**src/rtl/efc_pkg.sv**
```systemverilog
package efc_pkg;

  typedef enum logic [1:0] {
    IVM_ADDR     = 2'd0,
    IVM_SLOT     = 2'd1,
    IVM_MIX      = 2'd2,
    IVM_ADDR_ALT = 2'd3
  } ivmode_e;

  typedef enum logic [2:0] {
    ST_BOOT,
    ST_SLOT,
    ST_KEY,
    ST_WAIT,
    ST_RUN
  } fstate_e;

  // Schemes that read IV words from the head of the target block.
  function automatic logic uses_slots(ivmode_e m);
    return (m == IVM_SLOT) || (m == IVM_MIX);
  endfunction

endpackage

```
**src/rtl/efc_iv_form.sv**
```systemverilog
module efc_iv_form
  import efc_pkg::*;
#(
  parameter int AW  = 32,
  parameter int IVW = 80
) (
  input  ivmode_e          mode,
  input  logic [IVW-1:0]   base,
  input  logic [IVW-1:0]   stored,
  input  logic [AW-1:0]    target,
  output logic [IVW-1:0]   iv
);

  localparam int PAD = IVW - AW;

  logic [IVW-1:0] tgt_ext;

  assign tgt_ext = {{PAD{1'b0}}, target};

  always_comb begin
    unique case (mode)
      IVM_SLOT: iv = stored;
      IVM_MIX:  iv = stored ^ tgt_ext;
      default:  iv = base + tgt_ext;   // address scheme, also code 3
    endcase
  end

endmodule

```
**src/rtl/efc_slot_gather.sv**
```systemverilog
module efc_slot_gather #(
  parameter int WW  = 32,
  parameter int IVW = 80
) (
  input  logic                  clk,
  input  logic                  rst_n,
  input  logic                  cap_en,
  input  logic [((((IVW+WW-1)/WW) > 1) ? $clog2((IVW+WW-1)/WW) : 1)-1:0] cap_idx,
  input  logic [WW-1:0]         word,
  output logic [IVW-1:0]        stored_iv
);

  localparam int SLOTS = (IVW + WW - 1) / WW;
  localparam int CW    = (SLOTS > 1) ? $clog2(SLOTS) : 1;

  // Slot 0 fills the top of the IV; the last slot keeps only its upper bits.
  for (genvar g = 0; g < SLOTS; g++) begin : g_slot
    localparam int HI   = IVW - g * WW;
    localparam int KEEP = (HI < WW) ? HI : WW;

    logic [KEEP-1:0] q;
    logic            hit;

    assign hit = cap_en && (cap_idx == CW'(g));

    always_ff @(posedge clk or negedge rst_n) begin
      if (!rst_n) begin
        q <= '0;
      end else if (hit) begin
        q <= word[WW-1 -: KEEP];
      end
    end

    assign stored_iv[HI-1 -: KEEP] = q;
  end

endmodule

```
**src/rtl/efc_fsm.sv**
```systemverilog
module efc_fsm
  import efc_pkg::*;
#(
  parameter int            AW       = 32,
  parameter int            WW       = 32,
  parameter int            SLOTS    = 3,
  parameter int            CW       = 2,
  parameter logic [AW-1:0] RESET_PC = 32'h0000_0100
) (
  input  logic           clk,
  input  logic           rst_n,
  input  ivmode_e        mode_in,
  input  logic           br_taken,
  input  logic [AW-1:0]  br_target,
  input  logic           cph_ready,
  output logic [AW-1:0]  fetch_addr,
  output logic [AW-1:0]  pc_o,
  output logic [AW-1:0]  tgt_o,
  output ivmode_e        mode_o,
  output logic [CW-1:0]  slot_idx_o,
  output logic           slot_cap_o,
  output logic           key_o,
  output logic           run_o
);

  localparam int            WB         = WW / 8;
  localparam logic [AW-1:0] STEP       = AW'(WB);
  localparam logic [AW-1:0] SLOT_BYTES = AW'(SLOTS * WB);
  localparam logic [CW-1:0] LAST_SLOT  = CW'(SLOTS - 1);

  fstate_e       st_q,  st_d;
  logic [AW-1:0] pc_q,  pc_d;
  logic [AW-1:0] tgt_q, tgt_d;
  ivmode_e       md_q,  md_d;
  logic [CW-1:0] cnt_q, cnt_d;

  logic          redir;
  logic [AW-1:0] redir_tgt;
  logic          pc_en;

  // Next-state logic
  always_comb begin
    redir     = (st_q == ST_BOOT) || ((st_q == ST_RUN) && br_taken);
    redir_tgt = (st_q == ST_BOOT) ? tgt_q : br_target;

    st_d  = st_q;
    pc_d  = pc_q;
    tgt_d = tgt_q;
    md_d  = md_q;
    cnt_d = cnt_q;

    if (redir) begin
      tgt_d = redir_tgt;
      md_d  = mode_in;
      cnt_d = '0;
      if (uses_slots(mode_in)) begin
        st_d = ST_SLOT;
        pc_d = redir_tgt + SLOT_BYTES;
      end else begin
        st_d = ST_KEY;
        pc_d = redir_tgt;
      end
    end else begin
      unique case (st_q)
        ST_SLOT: begin
          if (cnt_q == LAST_SLOT) st_d = ST_KEY;
          else                    cnt_d = cnt_q + CW'(1);
        end
        ST_KEY:  st_d = ST_WAIT;
        ST_WAIT: if (cph_ready) st_d = ST_RUN;
        ST_RUN:  pc_d = pc_q + STEP;
        default: ;
      endcase
    end
  end

  assign pc_en = redir || (st_q == ST_RUN);

  // State registers
  always_ff @(posedge clk or negedge rst_n) begin
    if (!rst_n) begin
      st_q  <= ST_BOOT;
      tgt_q <= RESET_PC;
      md_q  <= IVM_ADDR;
      cnt_q <= '0;
    end else begin
      st_q  <= st_d;
      tgt_q <= tgt_d;
      md_q  <= md_d;
      cnt_q <= cnt_d;
    end
  end

  always_ff @(posedge clk or negedge rst_n) begin
    if (!rst_n) begin
      pc_q <= RESET_PC;
    end else if (pc_en) begin
      pc_q <= pc_d;
    end
  end

  assign fetch_addr = (st_q == ST_SLOT) ? (tgt_q + AW'(cnt_q) * STEP) : pc_q;
  assign pc_o       = pc_q;
  assign tgt_o      = tgt_q;
  assign mode_o     = md_q;
  assign slot_idx_o = cnt_q;
  assign slot_cap_o = (st_q == ST_SLOT);
  assign key_o      = (st_q == ST_KEY);
  assign run_o      = (st_q == ST_RUN);

endmodule

```
**src/rtl/enc_fetch_ctrl.sv**
```systemverilog
module enc_fetch_ctrl
  import efc_pkg::*;
#(
  parameter int            AW       = 32,
  parameter int            WW       = 32,
  parameter int            IVW      = 80,
  parameter logic [AW-1:0] RESET_PC = 32'h0000_0100
) (
  input  logic            clk,
  input  logic            rst_n,
  input  logic [1:0]      iv_mode,
  input  logic [IVW-1:0]  iv_base,
  input  logic            br_taken,
  input  logic [AW-1:0]   br_target,
  output logic [AW-1:0]   imem_addr,
  input  logic [WW-1:0]   imem_rdata,
  output logic            cph_init,
  output logic [IVW-1:0]  cph_iv,
  input  logic            cph_ready,
  input  logic [WW-1:0]   cph_ks,
  output logic            cph_next,
  output logic [WW-1:0]   dec_instr,
  output logic [AW-1:0]   dec_pc,
  output logic            dec_valid,
  output logic            stall
);

  localparam int SLOTS = (IVW + WW - 1) / WW;
  localparam int CW    = (SLOTS > 1) ? $clog2(SLOTS) : 1;

  ivmode_e        mode_in;
  ivmode_e        mode_q;
  logic [AW-1:0]  pc_q;
  logic [AW-1:0]  tgt_q;
  logic [CW-1:0]  slot_idx;
  logic           slot_cap;
  logic           key_st;
  logic           run_st;
  logic [IVW-1:0] stored_iv;
  logic           issue;

  assign mode_in = ivmode_e'(iv_mode);

  efc_fsm #(
    .AW       (AW),
    .WW       (WW),
    .SLOTS    (SLOTS),
    .CW       (CW),
    .RESET_PC (RESET_PC)
  ) fsm_i (
    .clk        (clk),
    .rst_n      (rst_n),
    .mode_in    (mode_in),
    .br_taken   (br_taken),
    .br_target  (br_target),
    .cph_ready  (cph_ready),
    .fetch_addr (imem_addr),
    .pc_o       (pc_q),
    .tgt_o      (tgt_q),
    .mode_o     (mode_q),
    .slot_idx_o (slot_idx),
    .slot_cap_o (slot_cap),
    .key_o      (key_st),
    .run_o      (run_st)
  );

  efc_slot_gather #(
    .WW  (WW),
    .IVW (IVW)
  ) gather_i (
    .clk       (clk),
    .rst_n     (rst_n),
    .cap_en    (slot_cap),
    .cap_idx   (slot_idx),
    .word      (imem_rdata),
    .stored_iv (stored_iv)
  );

  efc_iv_form #(
    .AW  (AW),
    .IVW (IVW)
  ) form_i (
    .mode   (mode_q),
    .base   (iv_base),
    .stored (stored_iv),
    .target (tgt_q),
    .iv     (cph_iv)
  );

  // A branch in a running cycle squashes the word read in that cycle.
  assign issue     = run_st && !br_taken;
  assign dec_valid = issue;
  assign cph_next  = issue;
  assign dec_instr = issue ? (imem_rdata ^ cph_ks) : '0;
  assign dec_pc    = pc_q;
  assign cph_init  = key_st;
  assign stall     = !run_st;

endmodule

```
**config.mk**
```make
export PLATFORM = sky130hd
export DESIGN_NAME = enc_fetch_ctrl
export DESIGN_NICKNAME = d
export VERILOG_FILES = /design/src/rtl/efc_pkg.sv /design/src/rtl/efc_iv_form.sv /design/src/rtl/efc_slot_gather.sv /design/src/rtl/efc_fsm.sv /design/src/rtl/enc_fetch_ctrl.sv
export SDC_FILE = /design/constraint.sdc
export NUM_CORES = 1
export LEC_CHECK = 0
export ABC_CLOCK_PERIOD_IN_PS = 3200
export BUFFER_PORTS_ARGS = -buffer_cell sky130_fd_sc_hd__buf_2
export CAP_MARGIN = 20
export CORE_MARGIN = 3
export CORE_UTILIZATION = 35
export DETAILED_ROUTE_END_ITERATION = 10
export GPL_ROUTABILITY_DRIVEN = 0
export SLEW_MARGIN = 20
export SYNTH_ARGS = -nofsm -noshare
export SYNTH_HDL_FRONTEND = slang
export SYNTH_SLANG_ARGS = --single-unit
```
**constraint.sdc**
```tcl
create_clock -name clk -period 3.2 [get_ports clk]
set_input_delay 0.48 -clock clk [delete_from_list [all_inputs] [get_ports clk]]
set_output_delay 0.48 -clock clk [all_outputs]
set_load 0.05 [all_outputs]
```
After elaboration in Yosys (flattened, before gate mapping):

Cells that the tools add are included.

* input port bits: 182
* register bits: 151
* output and inout port bits: 180

* equal/unequal tests: 13
* reduce and logical (&&, ||, !) cells: 18
* muxes and demuxes: 15
* add/subtract/negate cells: 5
* bitwise logic cells: 2

Operator list (count)
* 32-bit 2-to-1 mux: 6
* 80-bit one-hot mux with 2 select lines: 1
* 80-bit by 32-bit adder with 80-bit output: 1
* 80-bit by 32-bit bitwise XOR with 80-bit output: 1
* 32-bit by 3-bit adder with 32-bit output (second input constant): 1
* 32-bit by 4-bit adder with 32-bit output: 1
* 32-bit by 4-bit adder with 32-bit output (second input constant): 1
* 32-bit bitwise XOR: 1
* 3-bit 2-to-1 mux: 3
* 3-bit one-hot mux with 3 select lines: 1
* 2-bit 2-to-1 mux: 4
* 2-bit by 1-bit == test with 1-bit output (second input constant): 3
* 2-bit == test (second input constant): 3
* 3-bit by 2-bit == test with 1-bit output (second input constant): 2
* 1-bit logical AND: 5
* 2-bit AND reduction: 2
* 2-bit nonzero test: 2
* 4-bit nonzero test: 1
* 3-bit by 1-bit == test with 1-bit output (second input constant): 1
* 3-bit == test (second input constant): 1
* 3-bit zero test: 1
* 1-bit logical OR: 3
* 3-bit by 2-bit inequality test with 1-bit output (second input constant): 1
* 3-bit inequality test (second input constant): 1
* 5 further kinds: 6

Logic depth before layout (Yosys ltp):

* word-level depth: 5
* gate-level depth with buffers: 15
* depth with buffers taken out: 11

Cells and area by module:

A second synthesis with hierarchy kept.

* cells, all modules: 1684
* area, all modules: 13704.4 um2

By module, submodules not included
* efc_fsm: cells an instance 732, instances 1, area an instance 5642.9 um2
* efc_iv_form: cells an instance 710, instances 1, area an instance 4615.7 um2
* efc_slot_gather: cells an instance 170, instances 1, area an instance 2979.1 um2
* enc_fetch_ctrl: cells an instance 72, instances 1, area an instance 466.7 um2

Worst setup path before layout:

OpenSTA, ideal clock, no wires.

* path type: in2out
* start: in iv_base[0]
* end: out cph_iv[52]
* required time: 2.720 ns
* path buffers: 0
* arrival time: 3.683 ns
* slack: -0.963 ns
* cell stages on the path: 10
* cell sequence: ha_1 -> fa_1 -> a21o_1 -> a31oi_1 -> nor3_1 -> o31ai_2 -> a2111oi_4 -> o211ai_1 -> xor2_1 -> o21ai_0

* word-level cells in the longest chain between the ends: 2

RTL lines
* start, declared: line enc_fetch_ctrl.sv:12 `input logic [IVW-1:0] iv_base,`
* 80-bit by 32-bit adder with 80-bit output: line efc_iv_form.sv:24 `default: iv = base + tgt_ext;`
* 80-bit one-hot mux with 2 select lines: line efc_iv_form.sv:21 `unique case (mode)`
* end, declared: line enc_fetch_ctrl.sv:18 `output logic [IVW-1:0] cph_iv,`

Every way passes these cells.

Worst setup path in the final report:

* start: reg fsm_i.tgt_q[2] (netlist: fsm_i.tgt_o[2])
* end: out cph_iv[73]

* word-level cells in the longest chain between the ends: 2

RTL lines
* start, declared: line efc_fsm.sv:33 `logic [AW-1:0] tgt_q, tgt_d;`
* start signal, assigned: line efc_fsm.sv:88 `tgt_q <= tgt_d;`
* 80-bit by 32-bit adder with 80-bit output: line efc_iv_form.sv:24
* 80-bit one-hot mux with 2 select lines: line efc_iv_form.sv:21

Every way passes these cells.

==> flow_summary.yaml <==
outcome:
  status: "finished with violations"
  failed_checks: "setup timing"
grt:
  grt_pass1_vias: 15000
  grt.overflow.total: 0
  grt_usage: 0.276
  antenna_found_initial: 1
  grt_pass1_wl_um: 87600
  grt_max_degree: 73
synth:
  yosysSeqAreaShare: 0.285
  avgSynthCellArea_um2: 8.49
  ys_ff_latch: 151
  synthMuxAreaShare: 0.112
  synth_async_sr_flop_share: 1.00
  synth-simple-area-share: 0.201
  synthXorXnorAreaFrac: 0.125
  ys_types: 84
  netlist_instances: 1563
  synth_area_leaders: "dfrtp_1, mux2_2, xor2_1, xnor2_1, nand2_1"
  yosysTopAreaCellShare: 0.281
  synth_ff_type: "dfrtp_1"
  synth_compound_area_frac: 0.195
  synth-edff-count: 0
  synth_area_mm2: 0.0133
  syn_nets: 1788
  synth_top_area_cell: "dfrtp_1"
  synth_top_family_by_area: "simple AND/OR/NAND/NOR gates"
  synthAdderAreaFrac: 0.0417
  synth_warnings: 0
route:
  ant_nets: 0
  routed_wirelength_um: 59000
  vias_per_cell: 5.66
  drt_iter0_drc: 1147
  drc: 0
  wl_per_cell_um: 22.3
  met2_length_um: 27700
  top_layer: "met4"
  vias: 15000
  firstDrtPassIters: 5
  wl_met1_um: 24000
  met3_length_um: 4970
clock_tree:
  clk_latency_ns: 0.45
  clockBufferDepth: 2
  path_clk_slew_ns: 0.06
  htree_levels: 4
  cts_root_buffer: "clkbuf_16"
  cts_tree: "yes"
  numCtsBuffers: 17
  hold_buffers: 0
  cts_sinks: 151
critical_path:
  critical_path.endpoint_type: "output pin"
  startpoint_type: "flip-flop"
  path_max_fanout: 4
  rr_worst_depth: 15
  worstPathRequired_ns: 2.72
  worstSetupPathType: "flip-flop to output pin"
  arrival_ns: 3.48
layout:
  fin_util: 0.575
  diodes: 0
  layout-area-overhead-vs-synth_pct: 60.3
  fin_nets: 2361
  drive_gt1_frac: 0.508
die:
  io_pins: 362
  fp-row-count: 70
  initial_core_util: 0.359
  die_width_um: 201
  fp.coreArea_mm2: 0.0370
  die_h_um: 201
  dieArea_mm2: 0.0403
place:
  hpwlAfterDp_um: 43900
  port_buffers: 361
timing:
  hold_viol: 0
  rsz0062_at_grt: "true"
  max-slew-margin-rel: 0.426
  clock_skew_ns: 0.0124
  fmax_mhz: 253
  setup_ws_ns: -0.756
  min_period_ns: 3.96
  finalCritPeriodShare: 1.24
  tightestPinTransition_ns: 0.837
  setup_viol: 93
  drv_slew: 0
run:
  drv_cap: 0
worst_hold_path:
  hp-class: "input pin to async pin"
-- synthesized netlist by cell type, types with 7 or more instances --
cell type	n
mux2_2	100
buf_1	10
mux2i_1	30
nand2b_1	11
a21oi_1	108
nor3_1	31
a31oi_1	14
and2_1	14
clkbuf_1	71
o22ai_1	13
inv_1	25
a221oi_1	31
nor2_1	120
nand3_1	57
xnor2_1	91
nor4_1	10
a22oi_1	8
ha_1	41
and4_1	7
and3_1	17
xor2_1	99
o211ai_1	12
nand2_1	176
nand4_1	31
a21o_1	13
dfrtp_1	149
o21ai_0	90
a22o_1	35
buf_2	14
o21bai_1	7
a211oi_1	20
-- state kept, by name, summed over array words and instances (netlist names) --
name,count
gather_i.g_slot.q,80
fsm_i.slot_idx_o,2
fsm_i.pc_o,32
fsm_i.mode_o,2
fsm_i.st_q,3
fsm_i.tgt_o,32
-- kinds of logic (layout without fill, tap and decap cells) --
kind of cell / Yosys count / in the layout
compound gates: 392 / 392
flops: 151 / 151
simple gates: 526 / 526
fa+ha+maj: 43 / 43
buf+inv: 128 / 713
xor+xnor: 190 / 190
mux: 133 / 133
-- worst paths after layout --
kind | start | to | slack, ns
max in group asynchronous | rst_n | fsm_i.tgt_o[8] | 2.35
min in group clk | br_target[1] | fsm_i.tgt_o[1] | 0.29
min | rst_n | fsm_i.pc_o[3] | 0.09
min reg2reg | fsm_i.pc_o[8] | fsm_i.pc_o[8] | 0.49
max reg2reg | fsm_i.tgt_o[2] | fsm_i.pc_o[24] | 0.17
max | fsm_i.tgt_o[2] | cph_iv[73] | -0.76
-- repair_timing --
| action | in CTS | in global routing |
|---|---|---|
| cloned | 1 | 0 |
| gates resized for setup | 337 | 205 |
| pin swaps | 107 | 171 |
| buffers inserted | 40 | 37 |
| endpoints found under the setup margin | 94 | 100 |
-- area by class of cell --
| cell class | instances | area (um^2) |
|---|---|---|
| Fill cell | 3234 | 15700 |
| Multi-Input combinational cell | 1284 | 11000 |
| Timing Repair Buffer | 656 | 5180 |
| Sequential cell | 151 | 3780 |
| Tap cell | 504 | 631 |
| Clock buffer | 23 | 478 |
| Clock inverter | 8 | 97.6 |
| Inverter | 26 | 97.6 |
-- worst max-delay path: stages (launching register included) --
cell and delay (ns):
dfrtp_2 0.41, buf_6 0.13, ha_4 0.27, o211ai_1 0.13, o211ai_1 0.33, a21oi_2 0.15, o211ai_4 0.24, o2111ai_4 0.20
buf_6 0.19, a2111oi_4 0.27, buf_4 0.20, nand4_1 0.09, o211ai_1 0.18, clkbuf_16 0.24
-- per-stage QoR --
| step | hold slack [ns] | instance area [um^2] | std cells | TNS [ns] | setup WS (ns) |
|---|---|---|---|---|---|
| finish | 0.0880 | 21300 | 2652 | -47.23 | -0.756 |
| floorplan | 0.184 | 13700 | 1563 | -0.209 | -0.100 |
| CTS | 0.0975 | 20200 | 2628 | -41.44 | -0.737 |
| global route | 0.122 | 21300 | 2652 | -58.33 | -0.898 |
| detailed placement | 0.482 | 17800 | 2561 | -28.90 | -0.724 |
| global placement | 0.472 | 17800 | 2561 | -26.14 | -0.660 |
-- routing by layer --
layer	up-vias	track usage
met5	-	0
met4	0	0.104
met3	143	0.0571
met2	784	0.454
met1	7280	0.358
li1	6816	-
-- placed cells by master, fill, tap and decap left out, types with 24 or more instances in the layout --
cell and count:
a21oi_2 28, o21ai_0 50, a221oi_1 29, buf_2 260, nand4_1 31, dfrtp_1 146, mux2_2 100, nand2_1 171
buf_6 105, xnor2_1 63, inv_1 24, buf_8 25, xor2_1 79, a21oi_1 68, nand3_1 46, buf_4 240
mux2i_1 27, nor2_1 96
Power is left out: the tool's default activity adds up to more than one toggle a clock period on the data nets, which glitch-free logic cannot reach.
